$ cat config.mk
export PLATFORM = sky130hd
export DESIGN_NAME = sic_irq_ctrl
export DESIGN_NICKNAME = d
export VERILOG_FILES = /design/src/rtl/sic_pkg.sv /design/src/rtl/sic_rx_src.sv /design/src/rtl/sic_stat_src.sv /design/src/rtl/sic_prio.sv /design/src/rtl/sic_irq_ctrl.sv
export SDC_FILE = /design/constraint.sdc
export NUM_CORES = 1
export LEC_CHECK = 0
export BUFFER_PORTS_ARGS = -buffer_cell sky130_fd_sc_hd__buf_2
export CAP_MARGIN = 20
export CORE_ASPECT_RATIO = 1.2
export CORE_MARGIN = 2
export CORE_UTILIZATION = 50
export DETAILED_ROUTE_END_ITERATION = 12
export PLACE_DENSITY = 0.82
export SKIP_CTS_REPAIR_TIMING = 1
export SLEW_MARGIN = 20
export SYNTH_ARGS = -nofsm -noshare
export SYNTH_HDL_FRONTEND = slang
export SYNTH_SLANG_ARGS = --single-unit
$ cat constraint.sdc
create_clock -name clk -period 3.65 [get_ports clk]
set_input_delay 0.73 -clock clk [delete_from_list [all_inputs] [get_ports clk]]
set_output_delay 0.73 -clock clk [all_outputs]
set_load 0.005 [all_outputs]
$ cat src/rtl/sic_pkg.sv
package sic_pkg;
   localparam int NCH        = 2;
   localparam int SRC_PER_CH = 3;
   localparam int NSRC       = NCH * SRC_PER_CH;
   localparam int VEC_W      = $clog2(NSRC);
   localparam int ERR_W      = 4;
   localparam int STAT_W     = 8;

   localparam int ERR_OVR = 0;
   localparam int ERR_FRM = 1;
   localparam int ERR_EOF = 2;
   localparam int ERR_PAR = 3;

   localparam int RA_CMD    = 0;
   localparam int RA_MODE   = 1;
   localparam int RA_MASTER = 9;
   localparam int RA_STEN   = 15;

   typedef enum logic [1:0] {
      RXM_OFF     = 2'b00,
      RXM_FIRST   = 2'b01,
      RXM_ALL     = 2'b10,
      RXM_SPECIAL = 2'b11
   } rx_mode_e;

   typedef enum logic [2:0] {
      CMD_NONE     = 3'b000,
      CMD_CLR_STAT = 3'b010,
      CMD_ARM_RX   = 3'b100,
      CMD_CLR_TX   = 3'b101,
      CMD_CLR_ERR  = 3'b110,
      CMD_CLR_IUS  = 3'b111
   } cmd_e;

   typedef struct packed {
      rx_mode_e rxm;
      logic     par_sc;
      logic     tx_ie;
      logic     st_ie;
   } mode_t;
endpackage

$ cat src/rtl/sic_rx_src.sv
module sic_rx_src
   import sic_pkg::*;
(
   input  logic             clk,
   input  logic             rst_n,
   input  logic             chan_rst,
   input  mode_t            mode,
   input  logic             rx_char,
   input  logic [ERR_W-1:0] rx_err,
   input  logic             rx_read,
   input  logic             arm,
   input  logic             clr_err,
   output logic             rx_pend
);
   logic armed_q, char_q, sc_q;
   logic is_special, char_hit, sc_hit;

   always_comb begin
      is_special = rx_err[ERR_OVR] | rx_err[ERR_FRM] | rx_err[ERR_EOF]
                 | (rx_err[ERR_PAR] & mode.par_sc);
      sc_hit     = rx_char && is_special && (mode.rxm != RXM_OFF);
      unique case (mode.rxm)
         RXM_FIRST: char_hit = rx_char & armed_q;
         RXM_ALL:   char_hit = rx_char;
         default:   char_hit = 1'b0;
      endcase
   end

   always_ff @(posedge clk or negedge rst_n) begin
      if (!rst_n) begin
         armed_q <= 1'b1;
         char_q  <= 1'b0;
         sc_q    <= 1'b0;
      end else if (chan_rst) begin
         armed_q <= 1'b1;
         char_q  <= 1'b0;
         sc_q    <= 1'b0;
      end else begin
         if (char_hit)     char_q <= 1'b1;
         else if (rx_read) char_q <= 1'b0;
         if (sc_hit)       sc_q   <= 1'b1;
         else if (clr_err) sc_q   <= 1'b0;
         if (arm)          armed_q <= 1'b1;
         else if (rx_char && mode.rxm == RXM_FIRST) armed_q <= 1'b0;
      end
   end

   assign rx_pend = char_q | sc_q;
endmodule

$ cat src/rtl/sic_stat_src.sv
module sic_stat_src
   import sic_pkg::*;
#(
   parameter logic [STAT_W-1:0] USED = 8'hFA
)(
   input  logic              clk,
   input  logic              rst_n,
   input  logic              chan_rst,
   input  logic              st_ie,
   input  logic [STAT_W-1:0] st_en,
   input  logic [STAT_W-1:0] stat_in,
   input  logic              clr_stat,
   output logic              st_pend,
   output logic [STAT_W-1:0] snap
);
   logic              pend_q;
   logic [STAT_W-1:0] snap_q;
   logic              edge_hit;

   assign edge_hit = st_ie && !pend_q && (|((stat_in ^ snap_q) & st_en & USED));

   always_ff @(posedge clk or negedge rst_n) begin
      if (!rst_n) begin
         pend_q <= 1'b0;
         snap_q <= '0;
      end else if (chan_rst) begin
         pend_q <= 1'b0;
         snap_q <= '0;
      end else begin
         if (!pend_q)       snap_q <= stat_in & USED;
         if (edge_hit)      pend_q <= 1'b1;
         else if (clr_stat) pend_q <= 1'b0;
      end
   end

   assign st_pend = pend_q;
   assign snap    = snap_q;
endmodule

$ cat src/rtl/sic_prio.sv
module sic_prio
   import sic_pkg::*;
#(
   parameter bit VEC_STATUS = 1'b1
)(
   input  logic             clk,
   input  logic             rst_n,
   input  logic [NSRC-1:0]  pend,
   input  logic             mie,
   input  logic             intack,
   input  logic             clr_ius,
   input  logic [NSRC-1:0]  ius_drop,
   output logic             irq,
   output logic [VEC_W-1:0] vec
);
   logic [NSRC-1:0]  ius_q, ius_n, blocked, act;
   logic [VEC_W-1:0] act_top, ius_top;
   logic             irq_w;

   always_comb begin
      act_top = '0;
      ius_top = '0;
      for (int i = 0; i < NSRC; i++) begin
         blocked[i] = |(ius_q >> i);
         act[i]     = pend[i] & ~blocked[i];
         if (act[i])   act_top = VEC_W'(i);
         if (ius_q[i]) ius_top = VEC_W'(i);
      end
      irq_w = mie & (|act);
      ius_n = ius_q;
      if (clr_ius && (|ius_q)) ius_n[ius_top] = 1'b0;
      if (intack && irq_w)     ius_n[act_top] = 1'b1;
      ius_n = ius_n & ~ius_drop;
   end

   always_ff @(posedge clk or negedge rst_n) begin
      if (!rst_n) ius_q <= '0;
      else        ius_q <= ius_n;
   end

   assign irq = irq_w;

   if (VEC_STATUS) begin : g_vec
      assign vec = irq_w ? act_top : '0;
   end else begin : g_novec
      assign vec = '0;
   end
endmodule

$ cat src/rtl/sic_irq_ctrl.sv
module sic_irq_ctrl
   import sic_pkg::*;
#(
   parameter int                ADDR_W     = 4,
   parameter int                DATA_W     = 8,
   parameter bit                VEC_STATUS = 1'b1,
   parameter logic [STAT_W-1:0] STAT_USED  = 8'hFA
)(
   input  logic                    clk,
   input  logic                    rst_n,
   input  logic                    wr_en,
   input  logic                    wr_chan,
   input  logic [ADDR_W-1:0]       wr_addr,
   input  logic [DATA_W-1:0]       wr_data,
   input  logic [NCH-1:0]          rx_char,
   input  logic [NCH*ERR_W-1:0]    rx_err,
   input  logic [NCH-1:0]          rx_read,
   input  logic [NCH-1:0]          tx_empty,
   input  logic [NCH*STAT_W-1:0]   stat_in,
   input  logic                    intack,
   output logic [DATA_W-1:0]       pend_o,
   output logic                    irq_o,
   output logic [VEC_W-1:0]        vec_o,
   output logic [NCH*STAT_W-1:0]   stat_snap_o
);
   if (DATA_W < 8) begin : g_bad_data
      $error("sic_irq_ctrl: DATA_W must be at least 8");
   end
   if (ADDR_W < 4) begin : g_bad_addr
      $error("sic_irq_ctrl: ADDR_W must be at least 4");
   end

   logic            wr_cmd, wr_mst, hard_rst, mie_q, clr_ius;
   cmd_e            cmd;
   logic [NCH-1:0]  chan_rst;
   logic [NSRC-1:0] src_pend, ius_drop;

   assign wr_cmd   = wr_en && (wr_addr == ADDR_W'(RA_CMD));
   assign wr_mst   = wr_en && (wr_addr == ADDR_W'(RA_MASTER));
   assign cmd      = cmd_e'(wr_data[5:3]);
   assign hard_rst = wr_mst && (wr_data[7:6] == 2'b11);
   assign chan_rst = wr_mst ? {wr_data[6], wr_data[7]} : '0;
   assign clr_ius  = wr_cmd && (cmd == CMD_CLR_IUS);

   always_ff @(posedge clk or negedge rst_n) begin
      if (!rst_n)      mie_q <= 1'b0;
      else if (wr_mst) mie_q <= hard_rst ? 1'b0 : wr_data[3];
   end

   for (genvar c = 0; c < NCH; c++) begin : g_ch
      localparam int HI = NSRC - 1 - SRC_PER_CH * c;
      logic              sel, rx_p, tx_q, st_p;
      mode_t             mode_q;
      logic [STAT_W-1:0] sten_q;

      assign sel = (wr_chan == 1'(c));

      always_ff @(posedge clk or negedge rst_n) begin
         if (!rst_n) begin
            mode_q <= '0;
            sten_q <= '0;
            tx_q   <= 1'b0;
         end else if (chan_rst[c]) begin
            mode_q <= '0;
            sten_q <= '0;
            tx_q   <= 1'b0;
         end else begin
            if (wr_en && sel && wr_addr == ADDR_W'(RA_MODE))
               mode_q <= mode_t'(wr_data[4:0]);
            if (wr_en && sel && wr_addr == ADDR_W'(RA_STEN))
               sten_q <= wr_data[STAT_W-1:0] & STAT_USED;
            if (tx_empty[c] && mode_q.tx_ie)
               tx_q <= 1'b1;
            else if (wr_cmd && sel && cmd == CMD_CLR_TX)
               tx_q <= 1'b0;
         end
      end

      sic_rx_src u_rx (
         .clk      (clk),
         .rst_n    (rst_n),
         .chan_rst (chan_rst[c]),
         .mode     (mode_q),
         .rx_char  (rx_char[c]),
         .rx_err   (rx_err[ERR_W*c +: ERR_W]),
         .rx_read  (rx_read[c]),
         .arm      (wr_cmd && sel && cmd == CMD_ARM_RX),
         .clr_err  (wr_cmd && sel && cmd == CMD_CLR_ERR),
         .rx_pend  (rx_p)
      );

      sic_stat_src #(.USED(STAT_USED)) u_st (
         .clk      (clk),
         .rst_n    (rst_n),
         .chan_rst (chan_rst[c]),
         .st_ie    (mode_q.st_ie),
         .st_en    (sten_q),
         .stat_in  (stat_in[STAT_W*c +: STAT_W]),
         .clr_stat (wr_cmd && sel && cmd == CMD_CLR_STAT),
         .st_pend  (st_p),
         .snap     (stat_snap_o[STAT_W*c +: STAT_W])
      );

      assign src_pend[HI -: SRC_PER_CH] = {rx_p, tx_q, st_p};
      assign ius_drop[HI -: SRC_PER_CH] = {SRC_PER_CH{chan_rst[c]}};
   end

   sic_prio #(.VEC_STATUS(VEC_STATUS)) u_prio (
      .clk      (clk),
      .rst_n    (rst_n),
      .pend     (src_pend),
      .mie      (mie_q),
      .intack   (intack),
      .clr_ius  (clr_ius),
      .ius_drop (ius_drop),
      .irq      (irq_o),
      .vec      (vec_o)
   );

   assign pend_o = DATA_W'(src_pend);
endmodule

**Word-level counts from Yosys, hierarchy flattened**

Index checks and enable logic that the tools add are counted.
Widths: inputs -> output; s select.

- Bits in registers: 59
- Output and inout port bits: 28

- Reduce and logical (&&, ||, !) cells: 63
- Mux-type cells: 63
- Eq/ne operators: 15
- Order comparisons: 4
- Bitwise logic cells: 35

Operators with widths:

| kind | number |
|---|---|
| $mux 8 | 8 |
| $logic_and 1x1->1 | 36 |
| $mux 1 | 35 |
| $reduce_bool 3->1 | 10 |
| $mux 3 | 9 |
| $reduce_or 6->1 | 4 |
| $mux 5 | 4 |
| $and 8x8->8 | 2 |
| $xor 8x8->8 | 2 |
| $and 6x6->6 | 2 |
| $eq 3x3->1 const B | 4 |
| $mux 6 | 2 |
| $not 6->6 | 2 |
| $reduce_bool 2->1 | 6 |
| $and 1x1->1 | 11 |
| $eq 4x4->1 const B | 2 |
| $lt 3x4->1 const B | 2 |
| $or 1x1->1 | 8 |
| $not 1->1 | 7 |
| $demux 1 s3 | 2 |
| $eq 2x2->1 const B | 3 |
| $ge 3x1->1 const B | 2 |
| $or 6x6->6 | 1 |
| $reduce_or 5->1 | 1 |
| 11 further kinds | 15 |

**Logic depth before layout (Yosys ltp)**

- Word-level depth: 15
- Mapped depth: 6

**By module**

Synthesis repeated with hierarchy kept, for this count alone.

- Cell total of the unflattened synthesis: 318
- Area total of the unflattened synthesis: 2999.1 sq um

By module, submodules not included:

| module | times used | area an instance (sq um) | cells an instance |
|---|---|---|---|
| sic_irq_ctrl | 1 | 1396.3 | 156 |
| sic_stat_src | 2 | 386.6 | 36 |
| sic_rx_src | 2 | 212.7 | 21 |
| sic_prio | 1 | 404.1 | 48 |

**Worst setup path after synthesis**

No wires, ideal clock.

- Kind: register -> output
- From: reg u_prio.ius_q[5]
- To: out vec_o[0]
- Required time: 2920 ps
- Setup slack: 1434 ps
- Arrival: 1486 ps
- Cell stages (with the launch flop): 6
- Path buffers: 2
- Path through: dfrtp_1 buf_6 or3_1 buf_6 o32a_1 a211oi_1

- Longest elaborated chain between the ends: 9

Ends and longest elaborated chain:

| item | line | text |
|---|---|---|
| from (decl) | sic_prio.sv:16 | `logic [NSRC-1:0] ius_q, ius_n, blocked, act;` |
| from (signal assigned) | sic_prio.sv:38 | `else ius_q <= ius_n;` |
| $reduce_or 5->1 | sic_prio.sv:24 | `blocked[i] = \|(ius_q >> i);` |
| $not 1->1 | sic_prio.sv:25 | `act[i] = pend[i] & ~blocked[i];` |
| $and 1x1->1 | sic_prio.sv:25 |  |
| $mux 1 | sic_prio.sv:26 | `if (act[i]) act_top = VEC_W'(i);` |
| $mux 3 (4 in a row) | sic_prio.sv:26 |  |
| $mux 3 (*) | sic_prio.sv:44 | `assign vec = irq_w ? act_top : '0;` |
| to (decl) | sic_irq_ctrl.sv:23 | `output logic [VEC_W-1:0] vec_o,` |

Every way passes the cells marked *; elsewhere a longest branch is shown, timed or not.

**Worst setup path after layout**

Ends and elaborated chain as after synthesis.

==> flow_summary.ini <==
[timing]
setup_slack_ns = 0.957
grt_setup_unrepaired = false
fin_crit_ns = 2.69
slew_headroom_pct = 49.6
setup_viol = 0
hold_viol_final = 0
worst_clock_skew_ns = 0.00842
max_slew.worst_pin.slew_ns = 0.755
tns_ns = 0
slew_viol_final = 0
period_share_pct = 73.8
max_freq_ghz = 0.371

[drt]
first_pass_iters = 4
antenna_left = 0
routed_wl_mm = 6.10
drt_iter0_markers = 128
post-route-drc-count = 0
wl_per_cell_um = 15.2
dr_total_vias = 2266
via_per_inst = 5.65

[critical_path]
reg2reg_to = u_prio.ius_q[1]
crit_arrival_ns = 1.96
crit_type = flop to output port
cp_max_fo = 9
r2r_cells = 4
reg2reg_from = u_prio.ius_q[5]
cp-start-kind = flop
end_kind = output port
cp.required_ns = 2.92
r2r_setup_slack_ns = 1.93

[power_and_ir_drop]
total_power_mw = 1.84
leakage_nw = 1.57
ir_drop_uv = 415
power.density_nw_per_um2 = 585

[global_route]
grtUsageTotal_pct = 20.8
grt_pass1_vias = 2150
grt_pass1_wl_mm = 10.2
grtUsageMet2_pct = 33.7
grt_max_degree = 33
grt.busiest_layer = met2
antenna_found_initial = 0
overflow = 0
use_met3_pct = 4.35
grt_util_met1_pct = 28.4

[synthesis]
ys_seq_elements = 51
synth.area.top_cells = dfrtp_1 (44%), mux2i_1 (10%), nor2_1 (5.5%)
ys_types = 47
syn_avg_cell_area_um2 = 9.79
ys_warn_count = 0
synth_top_area_cell = dfrtp_1
yosysMostFrequentCell = dfrtp_1
synth_edf_count = 0
synth_common_cells = dfrtp_1 (49), nor2_1 (41), mux2i_1 (29), inv_1 (17), nand2_1 (17)
ys_seq_area_share_pct = 45.5
synth_ff_type = dfrtp_1
synth_top_area_share_pct = 43.6
async_flop_share_pct = 100
syn_inst = 287
synth.cell_area_um2 = 2810

[floorplanning]
fp.dieH_um = 86.1
die_area_um2 = 6240
ios = 75
core.rowCount = 29
core_area_um2 = 5370
start_util_pct = 52.3
dieWidth_um = 72.4

[finish]
final_cells = 401
diodes = 0
nets = 391
area_growth_pct = 12.3
drive_gt1_share_pct = 23.9

[job]
cap_violations = 0

[min_path]
hp-class = primary input to asynchronous set/reset pin

[clock_network]
insertion_delay_ns = 0.30
cts_tree = built
cts_max_path_buffers = 2
h-tree-depth = 2
cts.sinks = 51
clkTransAtPathRegs_ns = 0.09
cts_root_buf = clkbuf_8
numCtsBuffers = 5

[place]
gp_congestion = 0.826
dp_hpwl_mm = 4.64
port_buffers = 64
pre_cts_ws_ns = 1.29
dp.cells = 393

[run_status]
status = finished clean
## state kept, by name, summed over array words and instances (netlist names)
name               count
g_ch.u_rx.armed_q      2
g_ch.tx_q              2
g_ch.u_st.st_pend      2
g_ch.u_rx.char_q       2
g_ch.u_st.snap        12
g_ch.u_rx.sc_q         2
g_ch.sten_q           12
mie_q                  1
g_ch.mode_q           10
u_prio.ius_q           6
## layer usage
| metal | up-vias | wire, µm |
|---|---|---|
| li1 | 1080 | - |
| met5 | - | 0 |
| met4 | 0 | 85 |
| met1 | 1107 | 2710 |
| met2 | 73 | 2990 |
| met3 | 6 | 312 |
## layout by cell type, fill, tap and decap left out, types with 6 or more instances in the layout
| cell type | instances |
|---|---|
| a21oi_1 | 14 |
| a22oi_1 | 6 |
| buf_2 | 64 |
| conb_1 | 6 |
| dfrtp_1 | 49 |
| ha_1 | 6 |
| inv_1 | 17 |
| mux2i_1 | 29 |
| nand2_1 | 17 |
| nor2_1 | 41 |
| o21ai_0 | 10 |
| o31ai_1 | 6 |
| xor2_1 | 12 |
## cells by family after synthesis
group / after synthesis / share of synthesized area, %
AOI/OAI and AO/OA: 54 / 12.9
xor gates and xnor gates: 12 / 3.74
adders and majority gates: 6 / 2.67
buffers and inverters: 44 / 8.33
DFF: 51 / 45.5
muxes: 29 / 10.3
other: 1 / 0.133
and+or+nand+nor: 90 / 16.4
## worst max-delay path by stage
| stage | to | cells after the start | slack (ns) | start |
|---|---|---|---|---|
| floorplan | vec_o[0] | 5 | 1.43 | u_prio.ius_q[5] |
| global placement | vec_o[0] | 4 | 1.34 | u_prio.ius_q[5] |
| detailed placement | vec_o[0] | 4 | 1.29 | u_prio.ius_q[5] |
| CTS | vec_o[0] | 4 | 0.94 | u_prio.ius_q[5] |
| global route | vec_o[0] | 4 | 0.86 | u_prio.ius_q[5] |
| finish | vec_o[0] | 4 | 0.96 | u_prio.ius_q[5] |
## metrics by stage
step / hold WS (ns) / util [%] / area, µm²
floorplan: 0.434 / - / 2830
global placement: 0.502 / 57.2 / 3070
detailed placement: 0.511 / 57.2 / 3070
CTS: 0.501 / 58.8 / 3160
global route: 0.519 / 58.8 / 3160
finish: 0.463 / 58.8 / 3160
## cell type report
| cell class | count | area, µm² |
|---|---|---|
| tap | 62 | 77.6 |
| timing repair buffer | 66 | 335 |
| inverter | 17 | 63.8 |
| sequential | 51 | 1280 |
| clock inverter | 3 | 15.0 |
| clock buffer | 5 | 68.8 |
| fill | 496 | 2210 |
| multi-input combinational | 197 | 1320 |
## worst max-delay path: stages (launching register included)
cell      delay [ns]
dfrtp_1         0.47
or3_1           0.46
o32a_1          0.37
a211oi_1        0.21
buf_2           0.15
## power breakdown
group | total [mW] | switching (mW) | internal, mW
logic | 0.597 | 0.291 | 0.306
clock network | 0.312 | 0.181 | 0.132
registers | 0.935 | 0.192 | 0.744
total | 1.84 | 0.664 | 1.18
No activity file was read; power rests on OpenSTA's default activity.
